$ cat src/rtl/mem_cs_decoder.sv
module mem_cs_decoder #(
  parameter int OFFS_W = 10,
  parameter int SEL_W  = 3
) (
  input  logic                     mem_req_i,
  input  logic [OFFS_W+SEL_W+1:0]  addr_i,
  output logic [OFFS_W-1:0]        word_addr_o,
  output logic [3*(1<<SEL_W)-1:0]  cs_n_o
);
  localparam int LINES    = 1 << SEL_W;
  localparam int SLICES   = 3;
  localparam int BANK_LSB = OFFS_W + SEL_W;

  logic [SEL_W-1:0] code;
  logic             a_lo, a_hi;

  assign word_addr_o = addr_i[OFFS_W-1:0];
  assign code        = addr_i[BANK_LSB-1:OFFS_W];
  assign a_lo        = addr_i[BANK_LSB];
  assign a_hi        = addr_i[BANK_LSB+1];

  for (genvar k = 0; k < SLICES; k++) begin : g_slice
    logic en_a_n, en_b_n, en_c, slice_on;
    if (k == 0) begin : g_w0
      assign en_a_n = a_lo;
      assign en_b_n = a_hi;
      assign en_c   = mem_req_i;
    end else if (k == 1) begin : g_w1
      assign en_a_n = a_hi;
      assign en_b_n = ~mem_req_i;
      assign en_c   = a_lo;
    end else begin : g_w2
      assign en_a_n = a_lo;
      assign en_b_n = ~mem_req_i;
      assign en_c   = a_hi;
    end
    assign slice_on = ~en_a_n & ~en_b_n & en_c;
    for (genvar i = 0; i < LINES; i++) begin : g_line
      assign cs_n_o[k*LINES+i] = ~(slice_on && (code == SEL_W'(i)));
    end
  end
endmodule

$ cat config.mk
export PLATFORM = sky130hd
export DESIGN_NAME = mem_cs_decoder
export DESIGN_NICKNAME = d
export VERILOG_FILES = /design/src/rtl/mem_cs_decoder.sv
export SDC_FILE = /design/constraint.sdc
export NUM_CORES = 1
export LEC_CHECK = 0
export BUFFER_PORTS_ARGS = -buffer_cell sky130_fd_sc_hd__buf_2
export CAP_MARGIN = 20
export CORE_AREA = 4 4 41 43
export DETAILED_ROUTE_END_ITERATION = 6
export DIE_AREA = 0 0 45 47
export GPL_TIMING_DRIVEN = 0
export PLACE_DENSITY = 0.73
export SYNTH_ARGS = -nofsm -noshare
export SYNTH_HDL_FRONTEND = slang
export SYNTH_SLANG_ARGS = --single-unit
$ cat constraint.sdc
create_clock -name vclk -period 0.9
set_clock_uncertainty 0.2 [all_clocks]
set_input_delay 0.135 -clock vclk [all_inputs]
set_output_delay 0.135 -clock vclk [all_outputs]
set_load 0.02 [all_outputs]
==> out/qor.yml <==
route:
  vias_per_cell: 4.520
  num_vias: 461
  drt-pass1-iter-count: 2
  ant_nets: 0
  wl_met3_microns: 135
  postRouteWirelength_microns: 1253
  met1_length_microns: 383
  dr_wl_met2_microns: 711
  drt_iter0_markers: 1
  drc: 0
  wl_per_cell_microns: 12.28
  highest_layer: "met4"
yosys:
  syn_area_sq_um: 291.5
  synthesis.nets: 63
  synth.top_cell.area_share_pct: 30.90
  syn_avg_cell_area_sq_um: 6.203
  netlist_top_cells_area: "nand2_1 (31%), buf_4 (26%), and4bb_1 (13%)"
  yosys.cell_count.top_type: "nand2_1"
  synth_cells: 47
  ys.warnings.count: 0
  synth.distinct_cells: 9
  synthTopCellsByCount: "nand2_1 (24), buf_4 (10), and4b_1 (3), and4bb_1 (3)"
  synth.yosys.seq_area_share_pct: 0
  synth_top_cell_by_area: "nand2_1"
die:
  die_area_sq_um: 2115
  start_util_pct: 22.40
  num_rows: 13
  die_w_microns: 45
  dieHeight_microns: 47
  pin_count: 50
  core-area_sq_um: 1301
layout:
  finalNetCount: 105
  multi_input_area_sq_um: 242.7
  seq_area_sq_um: 0
  areaGrowthSynthToFinish_pct: 154.9
  n_antenna_cell: 0
  fill_cells: 114
  drive_gt1_share_pct: 71.26
  nFlopsAndLatches: 0
  final.clkbuf_count: 0
placed_design:
  routabilityCongestion: 0.6453
  hpwlAfterDp_microns: 877.6
  pre_cts_slack_ns: -0.2891
  io_buffers: 40
hold_path:
  hold_class: "input pin to primary output"
  hold_start: "addr_i[1]"
power:
  powerDensity_nw_per_um2: 330.0
  irDropWorstVdd_uv: 161.7
  p_leak_nw: 0.3494
global_routing:
  grt_pass1_vias: 400
  antenna_found_initial: 0
  grt_pass1_wl_microns: 1807
  grt_max_degree: 9
  grt_overflow_total: 0
  grtUsageTotal_pct: 11.09
clock_tree:
  cts_setup_buffers: 0
  cts_hold_buf: 0
flow_run:
  max_cap_viol_count: 0
worst_setup_path:
  critical_path_class: "input pin to primary output"
  cp-endpoint: "cs_n_o[8]"
  cp.arrival_ns: 0.81
  worst_ep_required_time_ns: 0.56
  crit_path_end_kind: "primary output"
  crit_start: "addr_i[12]"
  crit_path_max_fanout: 8
  cp-start-kind: "input pin"
sta:
  rsz0062_at_grt: "true"
  setup_viol: 24
  drv_slew: 0
  fmax_ghz: 0.8742
  hold_viol: 0
  fin_ws_ns: -0.2440
  fin_crit_ns: 1.144
  tightest_slew_ns: 0.2438
  final.period_utilization_pct: 127.1
  holdWs_ns: 0.2874
  relSlewSlack_pct: 83.67
status:
  status: "complete, but fails checks"
  violations: "negative setup slack"
## through the flow
| step | util [%] | area, sq um | setup TNS, ns | std cells | total power [mW] |
|---|---|---|---|---|---|
| after CTS | 51.25 | 666.9 | -4.573 | 102 | 0.2197 |
| after global routing | 57.12 | 743.2 | -5.456 | 102 | 0.2630 |
| final | 57.12 | 743.2 | -4.633 | 102 | 0.2453 |
| after detailed placement | 39.42 | 513.0 | -5.766 | 102 | 0.1873 |
| after global placement | 39.42 | 513.0 | -5.497 | 102 | 0.1838 |
| after floorplan | - | 294.0 | -0.1160 | 47 | 0.1200 |
## per-layer routing
metal / vias to the layer above / global-route usage, %
met5: - / 0
met4: 0 / 0
met3: 2 / 1.149
met2: 30 / 22.88
met1: 201 / 12.81
li1: 228 / -
## timing repair
item	in CTS	in global routing
resized for setup	49	25
endpoints found under the setup margin	24	24
pin swaps	7	11
## worst min path at each step
stage                endpoint  slack [ns]  depth (start not counted)
3_5_place_dp   word_addr_o[8]        0.29                          2
3_3_place_gp   word_addr_o[8]        0.29                          2
6_report       word_addr_o[1]        0.29                          2
2_1_floorplan  word_addr_o[0]        0.18                          1
4_1_cts        word_addr_o[1]        0.29                          2
5_1_grt        word_addr_o[9]        0.29                          2
## final cells by class
| cell class | count | share of cell area [%] |
|---|---|---|
| Buffer | 12 | 13.13 |
| Multi-Input combinational cell | 35 | 32.66 |
| Tap cell | 15 | 2.525 |
| Timing Repair Buffer | 40 | 51.68 |
## logic make-up (layout without fill, tap and decap cells)
kind of cell | count (synthesis) | after routing | share of synthesized area [%]
and+or+nand+nor | 35 | 35 | 70.82
buffers and inverters | 12 | 52 | 29.18
## worst max-delay path: stages
cell and delay, ns:
buf_12 0.11, nor4b_4 0.30, nand2_1 0.10, buf_2 0.16
## power by group
part / total, mW / switching (mW) / leakage [nW] / internal [mW]
combinational: 0.245 / 0.118 / 0.349 / 0.127
clock: 0 / 0 / 0 / 0
sequential: 0 / 0 / 0 / 0
## cell usage in the layout, fill, tap and decap left out, drive strengths merged
cell	synthesis	final
nor4b	1	1
and4b	3	3
nor2	1	1
buf	12	52
nor2b	2	2
and4	1	1
nand2	24	24
and4bb	3	3
No activity file was read; power rests on OpenSTA's default activity.
